<file path="config.mk">
export PLATFORM = sky130hd
export DESIGN_NAME = udma_crc16_check
export DESIGN_NICKNAME = d
export VERILOG_FILES = /design/src/rtl/udma_crc_pkg.sv /design/src/rtl/udma_crc_xor_net.sv /design/src/rtl/udma_crc_reg.sv /design/src/rtl/udma_crc_compare.sv /design/src/rtl/udma_crc16_check.sv
export SDC_FILE = /design/constraint.sdc
export NUM_CORES = 1
export LEC_CHECK = 0
export ABC_AREA = 1
export BUFFER_PORTS_ARGS = -buffer_cell sky130_fd_sc_hd__buf_2
export CORE_MARGIN = 2
export CORE_UTILIZATION = 35
export CTS_CLUSTER_DIAMETER = 200
export DETAILED_ROUTE_END_ITERATION = 16
export GPL_ROUTABILITY_DRIVEN = 0
export HOLD_SLACK_MARGIN = 0.15
export MAX_ROUTING_LAYER = met4
export SETUP_SLACK_MARGIN = 0.4
export SLEW_MARGIN = 0
export SYNTH_ARGS = -nofsm -noshare
export SYNTH_HDL_FRONTEND = slang
export SYNTH_HIERARCHICAL = 1
export SYNTH_SLANG_ARGS = --single-unit
export TNS_END_PERCENT = 100
</file>
<file path="constraint.sdc">
create_clock -name clk -period 1.4 [get_ports clk]
set_input_delay 0.07 -clock clk [delete_from_list [all_inputs] [get_ports clk]]
set_output_delay 0.07 -clock clk [all_outputs]
set_load 0.1 [all_outputs]
</file>
<file path="src/rtl/udma_crc_pkg.sv">
package udma_crc_pkg;
  localparam int unsigned CRC_W  = 16;
  localparam int unsigned WORD_W = 16;
  localparam logic [CRC_W-1:0] CRC_POLY = 16'h1021;
  localparam logic [CRC_W-1:0] CRC_SEED = 16'h4ABA;

  // One word folded bit-serially, bit 0 first; used only to derive masks.
  function automatic logic [CRC_W-1:0] fold_serial(
      input logic [CRC_W-1:0] c, input logic [WORD_W-1:0] d);
    logic [CRC_W-1:0] r;
    logic fb;
    r = c;
    for (int i = 0; i < WORD_W; i++) begin
      fb = r[CRC_W-1] ^ d[i];
      r  = {r[CRC_W-2:0], 1'b0} ^ (fb ? CRC_POLY : '0);
    end
    return r;
  endfunction

  // Mask of {data, crc} bits that feed next-state bit j (linear map).
  function automatic logic [CRC_W+WORD_W-1:0] fold_mask(input int j);
    logic [CRC_W+WORD_W-1:0] m;
    logic [CRC_W-1:0] v;
    m = '0;
    for (int k = 0; k < CRC_W + WORD_W; k++) begin
      if (k < CRC_W) v = fold_serial(CRC_W'(1) << k, '0);
      else           v = fold_serial('0, WORD_W'(1) << (k - CRC_W));
      m[k] = v[j];
    end
    return m;
  endfunction
endpackage

</file>
<file path="src/rtl/udma_crc_xor_net.sv">
module udma_crc_xor_net
  import udma_crc_pkg::*;
(
  input  logic [CRC_W-1:0]  crc_in,
  input  logic [WORD_W-1:0] data_in,
  output logic [CRC_W-1:0]  crc_out
);
  localparam int unsigned IN_W = CRC_W + WORD_W;
  logic [IN_W-1:0] flat;
  assign flat = {data_in, crc_in};

  for (genvar j = 0; j < CRC_W; j++) begin : g_bit
    localparam logic [IN_W-1:0] MASK = fold_mask(j);
    assign crc_out[j] = ^(flat & MASK);
  end
endmodule

</file>
<file path="src/rtl/udma_crc_reg.sv">
module udma_crc_reg
  import udma_crc_pkg::*;
(
  input  logic             clk,
  input  logic             rst,
  input  logic             reseed,
  input  logic             advance,
  input  logic [CRC_W-1:0] crc_next,
  output logic [CRC_W-1:0] crc_q
);
  always_ff @(posedge clk) begin
    if (rst || reseed) crc_q <= CRC_SEED;
    else if (advance)  crc_q <= crc_next;
  end
endmodule

</file>
<file path="src/rtl/udma_crc_compare.sv">
module udma_crc_compare
  import udma_crc_pkg::*;
(
  input  logic             clk,
  input  logic             rst,
  input  logic             check,
  input  logic [CRC_W-1:0] peer_crc,
  input  logic [CRC_W-1:0] local_crc,
  input  logic             clear,
  output logic             err_q
);
  logic miss;
  assign miss = check && (peer_crc != local_crc);

  always_ff @(posedge clk) begin
    if (rst)        err_q <= 1'b0;
    else if (miss)  err_q <= 1'b1;
    else if (clear) err_q <= 1'b0;
  end
endmodule

</file>
<file path="src/rtl/udma_crc16_check.sv">
module udma_crc16_check
  import udma_crc_pkg::*;
(
  input  logic              clk,
  input  logic              rst,
  input  logic              burst_start,
  input  logic              word_valid,
  input  logic [WORD_W-1:0] word_data,
  input  logic              crc_check,
  input  logic [CRC_W-1:0]  crc_rx,
  input  logic              cmd_start,
  output logic [CRC_W-1:0]  crc_value,
  output logic              crc_err
);
  logic [CRC_W-1:0] crc_q;
  logic [CRC_W-1:0] crc_nx;

  udma_crc_xor_net u_net (
    .crc_in (crc_q),
    .data_in(word_data),
    .crc_out(crc_nx)
  );

  udma_crc_reg u_reg (
    .clk     (clk),
    .rst     (rst),
    .reseed  (burst_start),
    .advance (word_valid),
    .crc_next(crc_nx),
    .crc_q   (crc_q)
  );

  udma_crc_compare u_cmp (
    .clk      (clk),
    .rst      (rst),
    .check    (crc_check),
    .peer_crc (crc_rx),
    .local_crc(crc_q),
    .clear    (cmd_start),
    .err_q    (crc_err)
  );

  assign crc_value = crc_q;
endmodule

</file>
==> qor.yml, run 1 <==
outcome:
  status: "complete, but fails checks"
  violations: "setup timing"
timing:
  setup_slack_ns: -0.06684
  setup_violations: 2
  min_period_ns: 1.467
  maxSlewHeadroom_pct: 67.79
  final_hold_viol_count: 0
  setup_tns_ns: -0.07234
  period_share_pct: 104.8
  fmax_mhz: 681.7
  slew_violations: 0
  skew_ns: 0.007770
  rsz0062_at_grt: "true"
  hold_slack_ns: 0.1275
  tightest_slew_ns: 0.4820
drt:
  route.detailed.drc: 0
  wl_mm: 9.293
  wl_per_cell_um: 12.59
  via_per_inst: 4.711
  antenna_left: 0
  drt_iter0_drc: 155
  firstDrtPassIters: 4
  num_vias: 3477
pwr:
  peakVddDrop_mv: 0.3841
  pwr-share-clk_pct: 11.9
  power_leakage_nw: 2.483
  fin_total_pwr_w: 0.003319
  comb_power_share_pct: 69.3
  p_per_area_nw_per_um2: 729.3
  pwr-share-seq_pct: 18.8
  p_sw_w: 0.001630
  sw_frac_of_total_pct: 49.11
  p_int_w: 0.001689
setup_path:
  crit_arrival_ns: 1.67
  crit_path_end_kind: "flop"
  worstPathMaxFanout: 6
  crit_required_ns: 1.60
  r2r_slack_ns: -0.07
  crit_path_start_kind: "flop"
  critical_path_class: "flop to flop"
die:
  start_util_pct: 35.72
  fp.coreArea_um2: 7607
  ioPinCount: 55
  die_y_um: 92.12
  die_area_um2: 8485
  std_cell_rows: 32
  die_x_um: 92.12
synth:
  synth-xor-area-share_pct: 17.59
  synth-seq-cells: 17
  synth_compound_area_share_pct: 1.381
  syn_area_um2: 2718
  ys_seq_area_share_pct: 12.52
  synthSimpleGateAreaFrac_pct: 55.34
  muxShareOfSynthArea_pct: 0
  yosys_warnings: 6
  synthCells: 533
  ys_types: 20
  synth_top_family_by_area: "simple AND/OR/NAND/NOR gates"
  syn_avg_cell_area_um2: 5.099
  syn_nets: 571
  yosys.area_share.adder_pct: 0
global_routing:
  antenna_found_initial: 0
  grt_remaining_overflow: 0
  grt_use_total_pct: 20.98
  grt_pass1_wl_mm: 14.18
  grt_pass1_vias: 3121
  grt_max_degree: 17
cts:
  htree_levels: 1
  clkTransAtPathRegs_ns: 0.08
  ctsRootBufferMaster: "clkbuf_8"
  ctsLongestPathBuffers: 2
  cts-buffers-inserted: 3
  clk_latency_ns: 0.26
  tritoncts: "built"
  clock-sinks: 17
final_layout:
  drive_gt1_share_pct: 38.36
  fin_area_um2: 4551
  seqCellArea_um2: 401.6
  syn2layout_area_growth_pct: 67.45
  fin_nets: 675
  multi_input_area_um2: 2626
  fillers: 703
  antenna_cells: 0
place:
  dp_hpwl_mm: 6.480
  placed_cell_area_um2: 3343
  port_buffers: 54
  pre_cts_slack_ns: -0.008005
min_path:
  hold_path_class: "input port to flop"
job:
  cap_viol_max_count: 0
-- sequential cells by signal, indices dropped and copies added (netlist names) --
register     cells
u_cmp/err_q      1
u_reg/crc_q     16
-- power by group through the flow --
stage | clock network [W] | registers (W) | logic [W]
finish | 0.000395 | 0.000624 | 0.00230
global route | 0.000442 | 0.000632 | 0.00253
CTS | 0.000420 | 0.000597 | 0.00196
detailed placement | 0 | 0.000613 | 0.00171
global placement | 0 | 0.000610 | 0.00168
floorplan | 0 | 0.000837 | 0.00111
-- per-stage QoR --
step / std cells / util (%)
after global placement: 696 / 43.95
final: 738 / 59.82
after detailed placement: 696 / 43.95
after floorplan: 533 / -
after global routing: 738 / 59.82
after CTS: 721 / 51.48
-- synth_stat cells --
cell,instances,area (um^2)
inv_2,2,7.510
o21bai_1,1,7.510
nand4_1,2,12.51
buf_6,2,22.52
buf_2,4,20.02
nor2_4,1,11.26
o21ai_0,1,5.000
inv_1,74,277.8
nand2_2,3,18.77
xnor2_1,34,297.8
nand2_1,263,987.2
nand3b_1,3,22.52
xor2_1,15,131.4
a21oi_1,2,10.01
xnor2_2,3,48.80
nor2_1,39,146.4
buf_4,4,30.03
nand3_1,61,305.3
a21o_1,2,15.01
dfxtp_1,17,340.3
-- layout make-up --
type	instances	share of cell area, %
tap	102	2.805
sequential	17	8.826
multi-input combinational	430	57.71
inverter	76	6.819
clock inverter	1	0.1100
timing repair buffer	109	22.82
clock buffer	3	0.9073
-- final timing paths --
check	start	endpoint	cells after the start
max	u_reg/crc_q[8]$_SDFFE_PP0P_	u_reg/crc_q[0]$_SDFFE_PP0P_	12
max reg2reg	u_reg/crc_q[8]$_SDFFE_PP0P_	u_reg/crc_q[0]$_SDFFE_PP0P_	12
min	burst_start	u_reg/crc_q[4]$_SDFFE_PP1P_	3
min reg2reg	u_cmp/err_q$_SDFFE_PP0P_	u_cmp/err_q$_SDFFE_PP0P_	2
-- routing by layer --
metal  part of all wire, %  routed length, um  GRT usage (%)
met3                   3.2                302          2.547
met5                     0                  0              -
met4                   1.6                149          2.736
met1                    45               4153          27.10
met2                    50               4687          36.21
-- what timing repair did --
| action | 4_1_cts | 5_1_grt |
|---|---|---|
| gates cloned | 0 | 0 |
| resized for setup | 97 | 112 |
| endpoints found under the hold margin | 12 | 7 |
| setup endpoints to repair | 34 | 33 |
| pin swaps | 34 | 51 |
| buffers inserted | 21 | 14 |
-- kinds of logic (layout without fill, tap and decap cells) --
family,after synthesis,after routing
AO/OA/AOI/OAI,6,6
flip-flops,17,17
XOR/XNOR,52,52
AND/OR/NAND/NOR,372,372
buffers and inverters,86,189
-- critical path: stages, from the launching register on --
cell	delay (ns)
dfxtp_4	0.39
inv_4	0.12
nand2_2	0.08
nand3_2	0.08
nand2_2	0.08
xor2_2	0.19
inv_1	0.09
nand3_1	0.09
nand2_1	0.08
inv_1	0.03
nand2_1	0.04
nand2_1	0.04
nor2_1	0.08
-- cells in the final DEF, fill, tap and decap left out, types with 10 or more instances in the layout --
cell type  netlist  final
buf_2            4     38
xor2_1          15     11
buf_4            4     22
nand2_4          0     21
buf_6            2     30
nand2_2          3     31
nand3_2          0     21
buf_12           0     15
nand3_1         61     39
nor2_1          39     38
inv_1           74     57
inv_2            2     10
xnor2_1         34     22
dfxtp_4          0     16
nand2_1        263    211
(Power assumes the default switching activity.)
==> inputs of run 2 (changes only) <==
--- a/config.mk
+++ b/config.mk
@@ -6,15 +6,16 @@
 export NUM_CORES = 1
 export LEC_CHECK = 0
 export ABC_AREA = 1
-export BUFFER_PORTS_ARGS = -buffer_cell sky130_fd_sc_hd__buf_2
 export CORE_MARGIN = 2
 export CORE_UTILIZATION = 35
 export CTS_CLUSTER_DIAMETER = 200
 export DETAILED_ROUTE_END_ITERATION = 16
+export DONT_BUFFER_PORTS = 1
 export GPL_ROUTABILITY_DRIVEN = 0
 export HOLD_SLACK_MARGIN = 0.15
 export MAX_ROUTING_LAYER = met4
 export SETUP_SLACK_MARGIN = 0.4
+export SKIP_CTS_REPAIR_TIMING = 1
 export SLEW_MARGIN = 0
 export SYNTH_ARGS = -nofsm -noshare
 export SYNTH_HDL_FRONTEND = slang
==> run 2 against run 1 <==
The flow finishes with violations (hold timing, setup timing). Routed wire length fell by 5.8%. Hold slack got worse by 0.27 ns. Core utilization is 7.7 points lower. Via count fell by 5.5%. Setup slack improved by 0.041 ns. Cell count decreased by 7.5%. Sequential share of layout area increased by 1.3 points. Combinational power decreased by 12%. Total power decreased by 8.7%. Die area did not move.
==> qor.yml, run 2 (synthesized netlist as in run 1, its figures left out) <==
outcome:
  status: "complete, but fails checks"
  violations: "hold timing, setup timing"
final_layout:
  multi_input_area_um2: 2424
  drive_gt1_share_pct: 28.40
  largest_register: "u_reg/crc_q"
  fillers: 758
  mostFrequentLayoutCells: "223 x nand2_1, 57 x inv_1, 49 x nand3_1"
  fin_nets: 620
  layout_commonest_cell: "nand2_1"
  seqCellArea_um2: 401.6
  top_regs: "u_reg/crc_q (16), u_cmp/err_q (1)"
  antenna_cells: 0
  syn2layout_area_growth_pct: 45.76
  largest_register_ffs: 16
  layoutNonFillerInstCount: 683
die:
  die_area_um2: 8485
  die_y_um: 92.12
  fp.coreArea_um2: 7607
  std_cell_rows: 32
  ioPinCount: 55
  start_util_pct: 35.72
  die_x_um: 92.12
timing:
  fmax_mhz: 701.3
  setup_violations: 4
  skew_ns: 0.007620
  setup_slack_ns: -0.02598
  min_period_ns: 1.426
  hold_slack_ns: -0.1400
  slew_violations: 0
  rsz0062_at_grt: "true"
  final_hold_viol_count: 17
  maxSlewHeadroom_pct: 68.63
  tightest_slew_ns: 0.4694
  period_share_pct: 101.9
setup_path:
  cp-startpoint: "u_reg/crc_q[14]$_SDFFE_PP1P_"
  cpMostUsedCell: "nand2_1"
  worstPathMaxFanout: 7
  r2r_slack_ns: -0.03
  rr_startpoint: "u_reg/crc_q[14]$_SDFFE_PP1P_"
  critical_path_class: "flop to flop"
  crit_family: "simple AND/OR/NAND/NOR gates"
  cp_slowest_cell: "dfxtp_4"
  worst-path-buf-inv: 2
  crit_path_end_kind: "flop"
  crit_chain: "xnor2_2, nand2_2, nand2_2, nand2_1, nand2_1, inv_1, nand3_1, nand2_1, inv_1, nand2_1, nand2_1, nor2_1"
  crit_arrival_ns: 1.59
  crit_path_start_kind: "flop"
  cp_slowest_stage_delay_ns: 0.39
  crit_required_ns: 1.56
cts:
  cts-buffers-inserted: 3
  tritoncts: "built"
  ctsRootBufferMaster: "clkbuf_8"
  htree_levels: 1
  ctsLongestPathBuffers: 2
  clk_latency_ns: 0.26
  clock-sinks: 17
  clkTransAtPathRegs_ns: 0.07
place:
  pre_cts_slack_ns: -0.01340
  port_buffers: 0
  dp_hpwl_mm: 6.198
  place_inst: 651
pwr:
  p_per_area_nw_per_um2: 765.2
  sw_frac_of_total_pct: 48.49
  peakVddDrop_mv: 0.3330
  p_sw_w: 0.001470
  comb_power_share_pct: 66.9
  fin_total_pwr_w: 0.003031
  pwr-share-clk_pct: 12.7
  power_leakage_nw: 2.167
  pwr-share-seq_pct: 20.4
  p_int_w: 0.001561
drt:
  drt_iter0_drc: 166
  wl_mm: 8.752
  via_per_inst: 4.810
  antenna_left: 0
  firstDrtPassIters: 5
  route.detailed.drc: 0
  num_vias: 3285
  wl_per_cell_um: 12.81
min_path:
  hold_path_class: "input port to flop"
  hold_start: "rst"
global_routing:
  antenna_found_initial: 0
  met2_usage_pct: 33.82
  busiest_layer: "met2"
  grt_max_degree: 26
  gr-usage-met3_pct: 2.629
  met1_usage_pct: 23.84
  grt_pass1_vias: 2893
  grt_use_total_pct: 19.39
  grt_pass1_wl_mm: 13.00
  grt_remaining_overflow: 0
job:
  cap_viol_max_count: 0
## run 2: layout make-up
cell class | instances | area share [%]
clock buffers | 3 | 1.042
repair buffers | 54 | 16.46
well taps | 102 | 3.222
flip-flops and latches | 17 | 10.14
clock inverters | 1 | 0.1263
multi-input cells | 430 | 61.18
inverters | 76 | 7.833
## run 2: per-stage QoR
step / hold slack [ns] / utilization [%] / TNS [ns] / instance area [um^2]
floorplan: 0.1317 / - / -0.6572 / 2904
global placement: 0.1325 / 41.28 / 0 / 3141
detailed placement: 0.1380 / 41.28 / -0.01340 / 3141
CTS: -0.1478 / 41.89 / -0.01908 / 3187
global route: -0.1458 / 52.07 / -1.185 / 3961
finish: -0.1400 / 52.07 / -0.08486 / 3961
## run 2: layer usage
metal / vias up / wire length [um]
met2: 64 / 4505
met1: 1509 / 3716
met5: - / 0
met4: 0 / 193
met3: 20 / 336
li1: 1692 / -
## run 2: worst paths after layout
check / endpoint / cells past startpoint
min reg2reg: u_cmp/err_q$_SDFFE_PP0P_ / 2
max reg2reg: u_reg/crc_q[8]$_SDFFE_PP0P_ / 12
max: u_reg/crc_q[8]$_SDFFE_PP0P_ / 12
min: u_cmp/err_q$_SDFFE_PP0P_ / 1
## run 2: worst reg2reg max path: cells and delay by family, from the launching register on
| family | cells | cell delay, ns |
|---|---|---|
| and+or+nand+nor | 9 | 0.63 |
| DFF | 1 | 0.39 |
| xor gates and xnor gates | 1 | 0.24 |
| buffers and inverters | 2 | 0.08 |
## run 2: power by group through the flow
stage          combinational (W)  clock, W  sequential [W]
6_report                 0.00203  0.000384        0.000618
5_1_grt                  0.00224  0.000421        0.000626
4_1_cts                  0.00160  0.000403        0.000607
3_5_place_dp             0.00159         0        0.000618
3_3_place_gp             0.00157         0        0.000615
2_1_floorplan            0.00111         0        0.000837
==> inputs of run 3 (changes only) <==
--- a/config.mk
+++ b/config.mk
@@ -14,6 +14,7 @@
 export GPL_ROUTABILITY_DRIVEN = 0
 export HOLD_SLACK_MARGIN = 0.15
 export MAX_ROUTING_LAYER = met4
+export PLACE_DENSITY = 0.54
 export SETUP_SLACK_MARGIN = 0.4
 export SKIP_CTS_REPAIR_TIMING = 1
 export SLEW_MARGIN = 0
==> run 3 against run 2 <==
The flow still finishes with violations (hold timing, setup timing). Hold slack improved by 0.0010 ns. Clock skew decreased by 0.0037 ns. Cell count decreased by 0.73%. Via count decreased by 1.8%. Core utilization decreased by 0.86 points. Sequential share of layout area increased by 0.17 points. Clock power increased by 2%. Sequential power decreased by 3%. Total power decreased by 1.3%. Count of clock-buffer cells in the layout increased by 1. Fmax increased by 0.18%. Flip-flop and latch count unchanged. Critical path type unchanged.
==> qor.yml, run 3 (synthesized netlist as in run 1, its figures left out) <==
global_routing:
  grt_remaining_overflow: 0
  grt_pass1_vias: 2978
  grt_use_total_pct: 19.72
  grt_pass1_wl_mm: 13.32
  grt_max_degree: 26
  antenna_found_initial: 0
cts:
  tritoncts: "built"
  clock-sinks: 17
  htree_levels: 1
  clk_latency_ns: 0.26
  clkTransAtPathRegs_ns: 0.07
  ctsRootBufferMaster: "clkbuf_8"
  cts-buffers-inserted: 3
  ctsLongestPathBuffers: 2
timing:
  period_share_pct: 101.7
  maxSlewHeadroom_pct: 66.94
  tightest_slew_ns: 0.4948
  skew_ns: 0.003886
  hold_slack_ns: -0.1389
  min_period_ns: 1.423
  setup_violations: 1
  rsz0062_at_grt: "true"
  final_hold_viol_count: 17
  setup_slack_ns: -0.02343
  slew_violations: 0
  fmax_mhz: 702.5
setup_path:
  crit_path_end_kind: "flop"
  cp_slowest_stage_delay_ns: 0.39
  r2r_slack_ns: -0.02
  crit_path_start_kind: "flop"
  reg2reg_depth: 11
  cp_slowest_cell: "dfxtp_4"
  critical_path_class: "flop to flop"
  crit_required_ns: 1.52
  r2r_end: "u_reg/crc_q[7]$_SDFFE_PP1P_"
  crit_arrival_ns: 1.55
  worstPathMaxFanout: 7
  path_depth: 11
  crit_family: "simple AND/OR/NAND/NOR gates"
  rr_startpoint: "u_reg/crc_q[11]$_SDFFE_PP1P_"
  worst-path-buf-inv: 2
  cp-endpoint: "u_reg/crc_q[7]$_SDFFE_PP1P_"
  cp-startpoint: "u_reg/crc_q[11]$_SDFFE_PP1P_"
  crit_chain: "buf_6, xnor2_4, inv_1, nand2_2, nand2_4, nand2_2, nand2_2, nand2_1, nand2_1, nand2_1, nand3_1"
die:
  std_cell_rows: 32
  die_area_um2: 8485
  die_y_um: 92.12
  start_util_pct: 35.72
  ioPinCount: 55
  fp.coreArea_um2: 7607
  die_x_um: 92.12
place:
  placed_cell_area_um2: 3178
  port_buffers: 0
  dp_hpwl_mm: 6.351
outcome:
  status: "complete, but fails checks"
  violations: "hold timing, setup timing"
drt:
  wl_mm: 8.481
  num_vias: 3225
  wl_per_cell_um: 12.51
  antenna_left: 0
  firstDrtPassIters: 4
  via_per_inst: 4.757
  route.detailed.drc: 0
  drt_iter0_drc: 109
final_layout:
  fin_nets: 615
  layout_commonest_cell: "nand2_1"
  syn2layout_area_growth_pct: 43.37
  top_regs: "u_reg/crc_q (16), u_cmp/err_q (1)"
  largest_register_ffs: 16
  drive_gt1_share_pct: 28.99
  largest_register: "u_reg/crc_q"
  mostFrequentLayoutCells: "214 x nand2_1, 59 x inv_1, 52 x nand3_1"
  fin_area_um2: 3896
  antenna_cells: 0
pwr:
  peakVddDrop_mv: 0.3730
  p_per_area_nw_per_um2: 767.7
  power_leakage_nw: 2.151
min_path:
  hold_path_class: "input port to flop"
job:
  cap_viol_max_count: 0
## run 3: cell count changes in the layout (fill, tap and decap cells not counted), sizes merged
cell and change:
buf -5, clkbuf +1, clkinv -1
## run 3: power by group
group          total [W]  switching (W)  internal, W  leakage, nW
registers       0.000602      0.0000909     0.000511        0.146
clock network   0.000391       0.000189     0.000203       0.0228
logic            0.00200        0.00118     0.000822         1.98
## run 3: area by class of cell
cell class,count,area (um^2)
fillers,782,3711
multi-input cells,430,2405
repair buffers,49,606.8
flip-flops and latches,17,401.6
inverters,76,310.3
well taps,102,127.6
clock buffers,4,45.04
## run 3: routing by layer
| layer | vias up | share of wire (%) | routed length [um] | track usage (%) |
|---|---|---|---|---|
| met2 | 67 | 51 | 4367 | 35.42 |
| met3 | 14 | 3.7 | 315 | 2.301 |
| met5 | - | 0 | 0 | - |
| met1 | 1461 | 43 | 3620 | 23.28 |
| met4 | 0 | 2.1 | 176 | 5.348 |
| li1 | 1683 | - | - | - |
## run 3: metrics by stage
stage	power [W]	worst slack (ns)	std cells	setup TNS, ns	util (%)
6_report	0.002991	-0.02343	678	-0.02343	51.22
5_1_grt	0.003261	-0.1482	678	-0.9886	51.22
4_1_cts	0.002637	-0.02497	660	-0.06317	42.37
3_5_place_dp	0.002235	-0.003047	656	-0.003047	41.78
3_3_place_gp	0.002208	-0.001190	656	-0.001190	41.78
2_1_floorplan	0.001945	-0.1624	533	-0.6572	-
## run 3: worst min-delay path by stage
stage | start | end | cells after the start
6_report | rst | u_cmp/err_q$_SDFFE_PP0P_ | 1
2_1_floorplan | rst | u_cmp/err_q$_SDFFE_PP0P_ | 1
5_1_grt | rst | u_cmp/err_q$_SDFFE_PP0P_ | 1
3_3_place_gp | rst | u_cmp/err_q$_SDFFE_PP0P_ | 1
4_1_cts | rst | u_cmp/err_q$_SDFFE_PP0P_ | 1
3_5_place_dp | rst | u_cmp/err_q$_SDFFE_PP0P_ | 1
